File: src/rtl/jtag_bridge_pkg.sv
package jtag_bridge_pkg;
  localparam int ADDR_W         = 4;
  localparam int NPORT          = 2;
  localparam logic [1:0] OFS_DATA = 2'd0;
  localparam logic [1:0] OFS_TMS  = 2'd1;
  localparam logic [1:0] OFS_CTRL = 2'd2;
  localparam int CTRL_START_BIT = 8;
  localparam int CTRL_TRST_BIT  = 9;
  localparam int STAT_BUSY_BIT  = 16;

  typedef enum logic [1:0] {
    ST_IDLE,
    ST_LOW,
    ST_HIGH,
    ST_RST
  } tap_state_e;
endpackage

File: src/rtl/jtag_tap_master.sv
module jtag_tap_master
  import jtag_bridge_pkg::*;
#(
  parameter int DATA_W = 32,
  parameter int DIV_W  = 8,
  localparam int LEN_W = $clog2(DATA_W),
  localparam int CNT_W = DIV_W + 1
) (
  input  logic              clk,
  input  logic              rst,
  input  logic [DIV_W-1:0]  half_i,
  input  logic              start_i,
  input  logic              trst_i,
  input  logic [LEN_W-1:0]  len_i,
  input  logic [DATA_W-1:0] tdi_i,
  input  logic [DATA_W-1:0] tms_i,
  input  logic              tdo_i,
  output logic              tck_o,
  output logic              tms_o,
  output logic              tdi_o,
  output logic              trst_n_o,
  output logic              busy_o,
  output logic [DATA_W-1:0] cap_o
);
  tap_state_e        state_q;
  logic [CNT_W-1:0]  cnt_q;
  logic [LEN_W-1:0]  idx_q, len_q;
  logic [DATA_W-1:0] tdi_w_q, tms_w_q, cap_q;
  logic              tck_q, tms_q, tdi_q, trst_n_q, busy_q;
  logic [LEN_W-1:0]  idx_nx;
  logic [CNT_W-1:0]  half_end, full_end;

  assign idx_nx   = idx_q + 1'b1;
  assign half_end = CNT_W'(half_i) - 1'b1;
  assign full_end = {half_i, 1'b0} - 1'b1;

  always_ff @(posedge clk) begin
    if (rst) begin
      state_q  <= ST_IDLE;
      cnt_q    <= '0;
      idx_q    <= '0;
      len_q    <= '0;
      tdi_w_q  <= '0;
      tms_w_q  <= '0;
      cap_q    <= '0;
      tck_q    <= 1'b0;
      tms_q    <= 1'b0;
      tdi_q    <= 1'b0;
      trst_n_q <= 1'b1;
      busy_q   <= 1'b0;
    end else begin
      case (state_q)
        ST_IDLE: begin
          cnt_q <= '0;
          if (start_i) begin
            len_q   <= len_i;
            tdi_w_q <= tdi_i;
            tms_w_q <= tms_i;
            tdi_q   <= tdi_i[0];
            tms_q   <= tms_i[0];
            idx_q   <= '0;
            cap_q   <= '0;
            busy_q  <= 1'b1;
            state_q <= ST_LOW;
          end else if (trst_i) begin
            trst_n_q <= 1'b0;
            busy_q   <= 1'b1;
            state_q  <= ST_RST;
          end
        end
        ST_LOW: begin
          if (cnt_q == half_end) begin
            cnt_q        <= '0;
            tck_q        <= 1'b1;
            cap_q[idx_q] <= tdo_i;
            state_q      <= ST_HIGH;
          end else begin
            cnt_q <= cnt_q + 1'b1;
          end
        end
        ST_HIGH: begin
          if (cnt_q == half_end) begin
            cnt_q <= '0;
            tck_q <= 1'b0;
            if (idx_q == len_q) begin
              busy_q  <= 1'b0;
              state_q <= ST_IDLE;
            end else begin
              idx_q   <= idx_nx;
              tdi_q   <= tdi_w_q[idx_nx];
              tms_q   <= tms_w_q[idx_nx];
              state_q <= ST_LOW;
            end
          end else begin
            cnt_q <= cnt_q + 1'b1;
          end
        end
        ST_RST: begin
          if (cnt_q == full_end) begin
            cnt_q    <= '0;
            trst_n_q <= 1'b1;
            busy_q   <= 1'b0;
            state_q  <= ST_IDLE;
          end else begin
            cnt_q <= cnt_q + 1'b1;
          end
        end
        default: state_q <= ST_IDLE;
      endcase
    end
  end

  assign tck_o    = tck_q;
  assign tms_o    = tms_q;
  assign tdi_o    = tdi_q;
  assign trst_n_o = trst_n_q;
  assign busy_o   = busy_q;
  assign cap_o    = cap_q;

  // data and pattern never move while the test clock is high
  p_tdi_hold_r5: assert property (@(posedge clk) disable iff (rst)
    tck_q |-> ($stable(tdi_q) && $stable(tms_q)));
  // busy only ever rises because of a command
  p_busy_cause_r5: assert property (@(posedge clk) disable iff (rst)
    $rose(busy_q) |-> $past(start_i || trst_i));
  // idle master keeps its test clock low
  p_tck_idle_r9: assert property (@(posedge clk) disable iff (rst)
    !busy_q |-> !tck_q);
  // reset pulse is always covered by busy
  p_trst_busy_r11: assert property (@(posedge clk) disable iff (rst)
    !trst_n_q |-> busy_q);
  // a running transfer keeps its length
  p_len_hold_r10: assert property (@(posedge clk) disable iff (rst)
    (busy_q && $past(busy_q)) |-> $stable(len_q));
endmodule

File: src/rtl/jtag_bridge_regs.sv
module jtag_bridge_regs
  import jtag_bridge_pkg::*;
#(
  parameter int DATA_W    = 32,
  parameter int DIV_W     = 8,
  parameter int DIV_RESET = 1,
  localparam int LEN_W    = $clog2(DATA_W)
) (
  input  logic                         clk,
  input  logic                         rst,
  input  logic                         host_we,
  input  logic [ADDR_W-1:0]            host_addr,
  input  logic [DATA_W-1:0]            host_wdata,
  output logic [DATA_W-1:0]            host_rdata,
  input  logic [NPORT-1:0]             busy_i,
  input  logic [NPORT-1:0][DATA_W-1:0] cap_i,
  output logic                         master_o,
  output logic [DIV_W-1:0]             half_o,
  output logic [NPORT-1:0]             start_o,
  output logic [NPORT-1:0]             trst_o,
  output logic [NPORT-1:0][LEN_W-1:0]  len_o,
  output logic [NPORT-1:0][DATA_W-1:0] tdi_o,
  output logic [NPORT-1:0][DATA_W-1:0] tms_o
);
  logic             mode_q, req_q, req_nx, busy_any;
  logic [DIV_W-1:0] div_q;
  logic [DATA_W-1:0] rd_nx;
  logic [1:0]       ofs;

  assign busy_any = |busy_i;
  assign ofs      = host_addr[1:0];
  assign req_nx   = (host_we && host_addr == ADDR_W'(0)) ? host_wdata[0] : req_q;

  always_ff @(posedge clk) begin
    if (rst) begin
      mode_q <= 1'b0;
      req_q  <= 1'b0;
      div_q  <= DIV_W'(DIV_RESET);
    end else begin
      req_q <= req_nx;
      if (req_nx)
        mode_q <= 1'b1;
      else if (!busy_any)
        mode_q <= 1'b0;
      if (host_we && host_addr == ADDR_W'(1))
        div_q <= host_wdata[DIV_W-1:0];
    end
  end

  assign master_o = mode_q;
  assign half_o   = (div_q == '0) ? DIV_W'(1) : div_q;

  for (genvar p = 0; p < NPORT; p++) begin : g_port
    localparam logic [1:0] PSEL = 2'(p + 1);
    logic              hit, ctrl_wr;
    logic [DATA_W-1:0] tdi_q, tms_q;
    logic [LEN_W-1:0]  len_q;

    assign hit     = host_we && host_addr[ADDR_W-1:2] == PSEL && !busy_i[p];
    assign ctrl_wr = hit && ofs == OFS_CTRL;

    always_ff @(posedge clk) begin
      if (rst) begin
        tdi_q <= '0;
        tms_q <= '0;
        len_q <= '0;
      end else if (hit) begin
        case (ofs)
          OFS_DATA: tdi_q <= host_wdata;
          OFS_TMS:  tms_q <= host_wdata;
          OFS_CTRL: len_q <= host_wdata[LEN_W-1:0];
          default:  ;
        endcase
      end
    end

    assign start_o[p] = ctrl_wr && host_wdata[CTRL_START_BIT] && mode_q && req_nx;
    assign trst_o[p]  = ctrl_wr && host_wdata[CTRL_TRST_BIT] && mode_q && req_nx;
    assign len_o[p]   = ctrl_wr ? host_wdata[LEN_W-1:0] : len_q;
    assign tdi_o[p]   = tdi_q;
    assign tms_o[p]   = tms_q;
  end

  always_comb begin
    rd_nx = '0;
    if (host_addr[ADDR_W-1:2] == 2'd0) begin
      if (ofs == 2'd0)      rd_nx[0]       = mode_q;
      else if (ofs == 2'd1) rd_nx[DIV_W-1:0] = div_q;
    end
    for (int p = 0; p < NPORT; p++) begin
      if (host_addr[ADDR_W-1:2] == 2'(p + 1)) begin
        case (ofs)
          OFS_DATA: rd_nx = cap_i[p];
          OFS_TMS:  rd_nx = tms_o[p];
          OFS_CTRL: begin
            rd_nx[LEN_W-1:0]     = len_o[p];
            rd_nx[STAT_BUSY_BIT] = busy_i[p];
          end
          default: ;
        endcase
      end
    end
  end

  always_ff @(posedge clk) begin
    if (rst) host_rdata <= '0;
    else     host_rdata <= rd_nx;
  end

  // a mode write of 1 takes effect at the next edge
  p_mode_enter_r4: assert property (@(posedge clk) disable iff (rst)
    (host_we && host_addr == ADDR_W'(0) && host_wdata[0]) |=> mode_q);
  // leaving master mode only happens with both masters idle
  p_mode_leave_r12: assert property (@(posedge clk) disable iff (rst)
    $fell(mode_q) |-> !$past(busy_any));
  // no master is commanded in pass-through mode
  p_no_cmd_pass_r3: assert property (@(posedge clk) disable iff (rst)
    !mode_q |=> $stable(busy_i) || $fell(|busy_i) || busy_i == '0);
endmodule

File: src/rtl/jtag_bridge.sv
module jtag_bridge
  import jtag_bridge_pkg::*;
#(
  parameter int DATA_W    = 32,
  parameter int DIV_W     = 8,
  parameter int DIV_RESET = 1
) (
  input  logic              clk,
  input  logic              rst,
  input  logic              host_we,
  input  logic [ADDR_W-1:0] host_addr,
  input  logic [DATA_W-1:0] host_wdata,
  output logic [DATA_W-1:0] host_rdata,
  input  logic              pri_tck_in,
  input  logic              pri_tms_in,
  input  logic              pri_tdi_in,
  input  logic              pri_trst_n_in,
  output logic              pri_tdo_out,
  input  logic              pri_tdo_in,
  output logic              pri_tck_out,
  output logic              pri_tms_out,
  output logic              pri_tdi_out,
  output logic              pri_trst_n_out,
  output logic              pri_drive,
  output logic              sec_tck,
  output logic              sec_tms,
  output logic              sec_tdi,
  output logic              sec_trst_n,
  input  logic              sec_tdo
);
  localparam int LEN_W = $clog2(DATA_W);

  logic                         master;
  logic [DIV_W-1:0]             half;
  logic [NPORT-1:0]             start, trst, busy;
  logic [NPORT-1:0]             m_tck, m_tms, m_tdi, m_trst_n, tdo_vec;
  logic [NPORT-1:0][LEN_W-1:0]  len;
  logic [NPORT-1:0][DATA_W-1:0] tdi_w, tms_w, cap;

  assign tdo_vec = {sec_tdo, pri_tdo_in};

  jtag_bridge_regs #(
    .DATA_W(DATA_W), .DIV_W(DIV_W), .DIV_RESET(DIV_RESET)
  ) u_regs (
    .clk       (clk),
    .rst       (rst),
    .host_we   (host_we),
    .host_addr (host_addr),
    .host_wdata(host_wdata),
    .host_rdata(host_rdata),
    .busy_i    (busy),
    .cap_i     (cap),
    .master_o  (master),
    .half_o    (half),
    .start_o   (start),
    .trst_o    (trst),
    .len_o     (len),
    .tdi_o     (tdi_w),
    .tms_o     (tms_w)
  );

  for (genvar p = 0; p < NPORT; p++) begin : g_master
    jtag_tap_master #(.DATA_W(DATA_W), .DIV_W(DIV_W)) u_master (
      .clk     (clk),
      .rst     (rst),
      .half_i  (half),
      .start_i (start[p]),
      .trst_i  (trst[p]),
      .len_i   (len[p]),
      .tdi_i   (tdi_w[p]),
      .tms_i   (tms_w[p]),
      .tdo_i   (tdo_vec[p]),
      .tck_o   (m_tck[p]),
      .tms_o   (m_tms[p]),
      .tdi_o   (m_tdi[p]),
      .trst_n_o(m_trst_n[p]),
      .busy_o  (busy[p]),
      .cap_o   (cap[p])
    );
  end

  assign pri_tck_out    = m_tck[0];
  assign pri_tms_out    = m_tms[0];
  assign pri_tdi_out    = m_tdi[0];
  assign pri_trst_n_out = m_trst_n[0];
  assign pri_drive      = master;
  assign pri_tdo_out    = master ? 1'b0 : sec_tdo;

  assign sec_tck    = master ? m_tck[1]    : pri_tck_in;
  assign sec_tms    = master ? m_tms[1]    : pri_tms_in;
  assign sec_tdi    = master ? m_tdi[1]    : pri_tdi_in;
  assign sec_trst_n = master ? m_trst_n[1] : pri_trst_n_in;

  // leaving master mode leaves both master clocks low
  p_pass_tck_low_r12: assert property (@(posedge clk) disable iff (rst)
    !master |-> (m_tck == '0));
endmodule

File: config.mk
export PLATFORM = sky130hd
export DESIGN_NAME = jtag_bridge
export DESIGN_NICKNAME = d
export VERILOG_FILES = /design/src/rtl/jtag_bridge_pkg.sv /design/src/rtl/jtag_tap_master.sv /design/src/rtl/jtag_bridge_regs.sv /design/src/rtl/jtag_bridge.sv
export SDC_FILE = /design/constraint.sdc
export NUM_CORES = 1
export LEC_CHECK = 0
export ABC_CLOCK_PERIOD_IN_PS = 4600
export BUFFER_PORTS_ARGS = -buffer_cell sky130_fd_sc_hd__buf_2
export CAP_MARGIN = 20
export CORE_MARGIN = 2
export CORE_UTILIZATION = 50
export CTS_CLUSTER_DIAMETER = 120
export CTS_CLUSTER_SIZE = 30
export DETAILED_ROUTE_END_ITERATION = 16
export GPL_TIMING_DRIVEN = 1
export PLACE_DENSITY = 0.67
export SYNTH_ARGS = -nofsm -noshare
export SYNTH_HDL_FRONTEND = slang
export SYNTH_SLANG_ARGS = --single-unit
File: constraint.sdc
create_clock -name clk -period 4.6 [get_ports clk]
set_input_delay 0.46 -clock clk [delete_from_list [all_inputs] [get_ports clk]]
set_output_delay 0.46 -clock clk [all_outputs]
set_load 0.02 [all_outputs]
==> results of run 1 <==
==> path summary, 6_finish.rpt <==
check / start / end / slack (ns)
worst min-delay path: host_wdata[21] / u_regs.g_port[0].tdi_q[21]$_SDFFE_PP0P_ / 0.20
worst min register to register: u_regs.g_port[1].tdi_q[26]$_SDFFE_PP0P_ / g_master[1].u_master.tdi_w_q[26]$_SDFFE_PP0P_ / 0.44
worst max register to register: u_regs.div_q[4]$_SDFFE_PP0P_ / g_master[1].u_master.cap_o[21]$_SDFFE_PP0P_ / 0.32
worst max-delay path: u_regs.div_q[4]$_SDFFE_PP0P_ / g_master[1].u_master.cap_o[21]$_SDFFE_PP0P_ / 0.32
==> power breakdown <==
part | switching [mW] | total (mW) | leakage [nW] | internal (mW)
combinational | 0.611 | 0.868 | 3.21 | 0.256
sequential | 0.0526 | 3.78 | 3.42 | 3.73
clock | 1.18 | 1.91 | 0.240 | 0.733
total | 1.84 | 6.56 | 6.87 | 4.72
==> cell type report <==
class                           count  share of cell area
Inverter                           29             0.00538
Sequential cell                   424               0.419
Clock inverter                      2             0.00229
Timing Repair Buffer              125              0.0373
Antenna cell                        1            0.000124
Tap cell                          511              0.0316
Clock buffer                       18              0.0222
Multi-Input combinational cell   1633               0.482
==> sequential cells by signal, indices dropped and copies added (netlist names) <==
name,cells
g_master.u_master.cap_o,64
g_master.u_master.tdi_w_q,64
g_master.u_master.tms_w_q,64
u_regs.g_port.tdi_q,64
u_regs.g_port.tms_q,64
u_regs.host_rdata,32
g_master.u_master.cnt_q,18
g_master.u_master.idx_q,10
g_master.u_master.len_q,10
u_regs.g_port.len_q,10
u_regs.div_q,8
g_master.u_master.state_q,4
g_master.u_master.busy_o,2
g_master.u_master.tck_o,2
g_master.u_master.tdi_o,2
g_master.u_master.tms_o,2
g_master.u_master.trst_n_o,2
u_regs.master_o,1
u_regs.req_q,1
==> critical path: stages (launching register included) <==
cell and delay [ns]:
dfxtp_1 0.71, nor4_4 0.15, a21oi_1 0.44, ha_1 0.28, or3b_4 0.42, nor3_4 0.21, xnor3_1 0.29, or4_4 0.54
nor4_4 0.30, buf_4 0.37, nand4_1 0.21, o21ai_0 0.27
==> kinds of logic (layout without fill, tap and decap cells) <==
logic type | Yosys count | after routing
AO/OA/AOI/OAI | 602 | 602
XOR/XNOR | 62 | 62
adder cells (fa/ha/maj) | 19 | 19
buffers and inverters | 218 | 174
flip-flops | 424 | 424
multiplexers | 126 | 126
other | 0 | 1
AND/OR/NAND/NOR | 824 | 824
==> placed cells by master (no fill, tap or decap), types with 12 or more instances in the layout <==
master,instances
nand2_1,560
dfxtp_1,424
a21oi_1,349
buf_2,84
mux2i_1,80
nor2_1,73
nand3_1,62
o21ai_0,62
buf_4,38
xor2_1,37
o211ai_1,37
mux4_2,36
o31ai_1,31
inv_1,28
a211oi_1,25
nor4_1,25
o22a_1,23
xnor2_1,22
ha_1,19
clkbuf_16,18
nand4_1,13
nor3_1,12
==> layer usage <==
metal	GRT usage	vias up	part of all wire
li1	-	7834	-
met1	0.414	7922	0.44
met2	0.456	615	0.45
met3	0.0284	112	0.067
met4	0.116	0	0.043
met5	0	-	0
==> qor.yml, run 1 <==
outcome:
  status: "finished clean"
worst_setup_path:
  start_kind: "flop"
  critPathCaptureType: "flop"
  crit_fanout: 26
  critPathKind: "reg2reg"
  required_ns: 5.08
  arrival_ns: 4.76
  worstRegToRegCells: 11
synthesis:
  synth.most_common_cell: "nand2_1"
  yosys-top-cells-area: "dfxtp_1, nand2_1, a21oi_1"
  yosys.area.top_type: "dfxtp_1"
  synth_cell_types: 77
  synthSimpleGateAreaFrac: 0.189
  synth_top_family_by_area: "simple AND/OR/NAND/NOR gates"
  synth_edf_count: 0
  synth_nets: 2339
  synthXorXnorAreaFrac: 0.0307
  yosysTopAreaCellShare: 0.445
  synth.area.mux_share: 0.0905
  synth.avg_cell_area_um2: 8.38
  ys_seq_area_frac: 0.445
  synth_ff_type: "dfxtp_1"
  synth_area_um2: 19100
  yosysWarnings: 0
  async_flop_share: 0
  synth_compound_area_frac: 0.188
  synth_cells: 2275
  synth_adder_area_share: 0.0125
  synth_top_cells_by_count: "nand2_1, dfxtp_1, a21oi_1"
  synth_seq_cells: 424
min_path:
  hp-class: "in2reg"
  hold-path-cell-count: 3
power_and_ir_drop:
  p_per_area_nw_per_um2: 324
  irDropWorstVdd_uv: 282
  p_leak_nw: 6.87
  p_total_mw: 6.56
cells_and_area:
  regArea_um2: 8490
  synthToLayoutAreaGrowth_pct: 6.25
  design_area_um2: 20200
  fillers: 3515
  layout.nets: 2295
  multiInputGateArea_um2: 9750
  drive_gt1_frac: 0.0995
  final_core_util: 0.539
  final_cells: 2743
timing:
  finalCritPeriodShare: 0.931
  whs_ns: 0.203
  rsz0062_at_grt: "false"
  tightest_slew_ns: 1.17
  final_hold_viol_count: 0
  fmax_ghz: 0.233
  setup_slack_ns: 0.316
  finalMaxSlewViolations: 0
  finalClockSkew_ns: 0.0310
  fin_setup_tns_ns: 0
  relSlewSlack: 0.218
  period_needed_ns: 4.28
  setup_viol: 0
placed_design:
  hpwl_mm: 39.5
  dp.cells: 2722
  routabilityCongestion: 0.946
  placed_area_um2: 19700
  portBuffers: 86
  dp_slack_ns: 0.444
drt:
  viasPerCell: 6.01
  routedWlPerCell_um: 21.2
  drtIter0Drc: 1612
  drc_errors: 0
  drt-total-wl_mm: 58.2
  dr.pass1.iters: 5
  vias: 16500
  drtAntennaViolNets: 0
clocking:
  cts.sinks: 424
  cts_made_buffers: 18
  cts_setup_buffers: 0
  clockBufferDepth: 3
  ctsResizeCount: 0
  clk_latency_ns: 0.55
  root_buffer: "clkbuf_16"
  cts_max_level: 1
  hold_buffers: 0
  clk_pin_slew_ns: 0.13
  tritoncts: "done"
grt:
  gr-usage-all-layers: 0.291
  grt_pass1_vias: 15100
  grt_max_degree: 236
  grt_pass1_wl_mm: 89.4
  grt_overflow: 0
  antenna_found_initial: 0
floorplanning:
  rows: 71
  die_area_um2: 39700
  core_area_um2: 37600
  die_w_um: 199
  die_y_um: 199
  initial_utilization: 0.507
  pin_count: 87
job:
  cap_violations: 0
Power figures use the tool's default switching activity.
==> run 2, diff against run 1 <==
--- a/config.mk
+++ b/config.mk
@@ -5,6 +5,7 @@
 export SDC_FILE = /design/constraint.sdc
 export NUM_CORES = 1
 export LEC_CHECK = 0
+export ABC_AREA = 1
 export ABC_CLOCK_PERIOD_IN_PS = 4600
 export BUFFER_PORTS_ARGS = -buffer_cell sky130_fd_sc_hd__buf_2
 export CAP_MARGIN = 20
==> qor.yml, run 2 <==
outcome:
  status: "finished clean"
timing:
  fmax_ghz: 0.294  # +26%
  tightest_slew_ns: 1.09  # -0.0789 ns
  final_hold_viol_count: 0  # unchanged
  relSlewSlack: 0.271  # +0.0526
  finalMaxSlewViolations: 0  # unchanged
  setup_viol: 0  # unchanged
  finalClockSkew_ns: 0.0591  # +0.0282 ns
  fin_setup_tns_ns: 0  # unchanged
  finalCritPeriodShare: 0.739  # -0.192
  rsz0062_at_grt: "false"
  period_needed_ns: 3.40  # -0.884 ns
job:
  cap_violations: 0  # unchanged
floorplanning:
  initial_utilization: 0.510  # +0.00305
  rows: 72  # +1.4%
  pin_count: 87  # unchanged
  core_area_um2: 38900  # +3.6%
  die_y_um: 203  # +2.0%
  die_area_um2: 41300  # +4.1%
  die_w_um: 203  # +2.0%
clocking:
  clk_latency_ns: 0.58  # +0.03 ns
  clk_pin_slew_ns: 0.12  # about the same
  hold_buffers: 0  # unchanged
  cts_setup_buffers: 0  # unchanged
  root_buffer: "clkbuf_16"
  tritoncts: "done"
  cts_made_buffers: 18  # unchanged
  cts.sinks: 424  # unchanged
  clockBufferDepth: 3  # unchanged
  cts_max_level: 1  # unchanged
  ctsResizeCount: 0  # unchanged
placed_design:
  routabilityCongestion: 0.912  # -3.7%
  dp.cells: 3296  # +21%
  portBuffers: 86  # unchanged
  hpwl_mm: 43.1  # +9.2%
synthesis:
  yosysTopAreaCellShare: 0.428  # -0.0179
  synth_ff_type: "dfxtp_1"
  synth_cells: 2854  # +25%
  yosys.area.top_type: "dfxtp_1"
  async_flop_share: 0  # unchanged
  synth.avg_cell_area_um2: 6.96  # -17%
  yosys-top-cells-area: "dfxtp_1, a21oi_1, nand2_1"
  synth_area_um2: 19900  # +4.2%
  synth_nets: 2918  # +25%
  synth_cell_types: 43  # -44%
  synth_edf_count: 0  # unchanged
  synth.most_common_cell: "nand2_1"
  synth_seq_cells: 424  # unchanged
  yosysWarnings: 0  # unchanged
  ys_seq_area_frac: 0.428  # -0.0179
  synth_top_cells_by_count: "nand2_1, dfxtp_1, a21oi_1"
power_and_ir_drop:
  intPower_mw: 5.21  # +10%
  p_per_area_nw_per_um2: 403  # +24%
  p_total_mw: 8.43  # +29%
  pwr-share-clk: 0.232  # -0.060
  p_leak_nw: 7.50  # +9.1%
  p_sw_mw: 3.22  # +75%
  p_comb_frac: 0.304  # +0.172
  irDropWorstVdd_uv: 285  # +1.1%
  p_sw_frac: 0.383  # +0.101
  power.sequential.fraction: 0.464  # -0.112
cells_and_area:
  fillers: 3916  # +11%
  synthToLayoutAreaGrowth_pct: 5.43
  regArea_um2: 8490  # about the same
  drive_gt1_frac: 0.0682  # -0.0313
  layout.nets: 2864  # +25%
  multiInputGateArea_um2: 9490  # -2.7%
  final_cells: 3319  # +21%
  layout_common_cells: "nand2_1, dfxtp_1, a21oi_1"
  antenna_cells: 0  # -1
  final_common_cell: "nand2_1"
worst_setup_path:
  start_kind: "flop"
  cpMostUsedCell: "nand2_1"
  path_delay_family: "simple AND/OR/NAND/NOR gates"
  slowest_delay_ns: 0.53  # -0.18 ns
  arrival_ns: 3.81  # -0.95 ns
  crit_chain: "nor2_1 > nand2_2 > inv_1 > nand2_1 > nand2_2 > inv_2 > ha_1 > nand2_2 > nor2_2 > nand2_1 > nand2_1 > nand2_1 > nand2_1 > nand3_1 > nor2_2 > nand3_2 > nand2_4 > nand3_1 > nand2_1 > a21oi_1"
  critPathKind: "reg2reg"
  critPathSlowestCell: "nand2_4"
  critPathCaptureType: "flop"
  required_ns: 5.01  # -0.07 ns
  crit_fanout: 64  # +150%
  timing.critical_path.buf_inv: 2  # +1
drt:
  vias: 19300  # +17%
  drtAntennaViolNets: 0  # unchanged
  drtIter0Drc: 2074  # +29%
  viasPerCell: 5.83  # -3.0%
  drc_errors: 0  # unchanged
  dr.pass1.iters: 6  # +1
  drt-total-wl_mm: 65.0  # +12%
  routedWlPerCell_um: 19.6  # -7.6%
grt:
  grt_overflow: 0  # unchanged
  antenna_found_initial: 0  # unchanged
  grt_pass1_vias: 17200  # +14%
  grt_pass1_wl_mm: 100  # +12%
  gr-usage-all-layers: 0.306  # +0.0147
  grt_max_degree: 113  # -52%
min_path:
  hp-class: "in2reg"
run 2: cell types whose count changed in the layout (fill, tap and decap cells not counted), moves of 31 or more:
| cell | previous run | this run |
|---|---|---|
| o31ai_1 | 31 | 0 |
| mux2i_1 | 80 | 0 |
| nand2_1 | 560 | 511 |
| a21oi_1 | 349 | 418 |
| inv_1 | 28 | 267 |
| nand3_1 | 62 | 219 |
| o21ai_0 | 62 | 366 |
| nor2_1 | 73 | 219 |
| nand4_1 | 13 | 72 |
| mux4_2 | 36 | 0 |
run 2: power groups by stage:
stage          combinational, mW  clock [mW]  sequential (mW)
6_report                    2.56        1.96             3.91
3_3_place_gp                2.47           0             3.98
3_5_place_dp                2.50           0             3.99
5_1_grt                     2.82        2.10             3.92
4_1_cts                     2.51        1.98             3.90
2_1_floorplan               1.80           0             3.95
run 2: cells by family (layout without fill, tap and decap cells):
group                    Yosys count  in the layout  share of synthesized area
flip-flops                       424            424                      0.428
AO/OA/AOI/OAI                    842            842                      0.220
AND/OR/NAND/NOR                 1070           1070                      0.234
buffers and inverters            476            423                     0.0954
XOR/XNOR                          23             23                     0.0115
adder cells (fa/ha/maj)           19             19                     0.0120
run 2: worst paths after layout:
kind,start,endpoint,slack [ns],cells past startpoint
max,u_regs.div_q[7]$_SDFFE_PP0P_,g_master[1].u_master.cap_o[5]$_SDFFE_PP0P_,1.20,20
min,host_wdata[27],u_regs.g_port[0].tdi_q[27]$_SDFFE_PP0P_,0.23,3
max reg2reg,u_regs.div_q[7]$_SDFFE_PP0P_,g_master[1].u_master.cap_o[5]$_SDFFE_PP0P_,1.20,20
min reg2reg,g_master[0].u_master.tms_w_q[20]$_SDFFE_PP0P_,g_master[0].u_master.tms_w_q[20]$_SDFFE_PP0P_,0.46,2
run 2: per-layer routing:
metal  part of all wire  GRT usage
met5                  0          0
met4              0.046      0.122
met3              0.077     0.0307
met2               0.44      0.483
met1               0.43      0.431
run 2: per-stage QoR:
stage          setup slack (ns)  utilization  hold slack (ns)  cell area, um2
2_1_floorplan              2.03            -            0.425           19900
3_3_place_gp               1.45        0.524            0.439           20400
3_5_place_dp               1.28        0.524            0.445           20400
4_1_cts                    1.25        0.537            0.221           20900
5_1_grt                   0.816        0.538            0.232           20900
6_report                   1.20        0.538            0.233           20900
run 2: worst register-to-register path: stages, from the launching register on:
cell and delay (ns):
dfxtp_1 0.48, nor2_1 0.10, nand2_2 0.15, inv_1 0.06, nand2_1 0.07, nand2_2 0.09
inv_2 0.10, ha_1 0.32, nand2_2 0.16, nor2_2 0.12, nand2_1 0.06, nand2_1 0.14
nand2_1 0.07, nand2_1 0.08, nand3_1 0.08, nor2_2 0.14, nand3_2 0.17, nand2_4 0.53
nand3_1 0.17, nand2_1 0.11, a21oi_1 0.06
run 2: cell type report:
cell class,instances,area share
Clock buffer,18,0.0215
Sequential cell,424,0.406
Clock inverter,3,0.00257
Tap cell,518,0.0310
Multi-Input combinational cell,1954,0.453
Inverter,281,0.0505
Timing Repair Buffer,121,0.0356
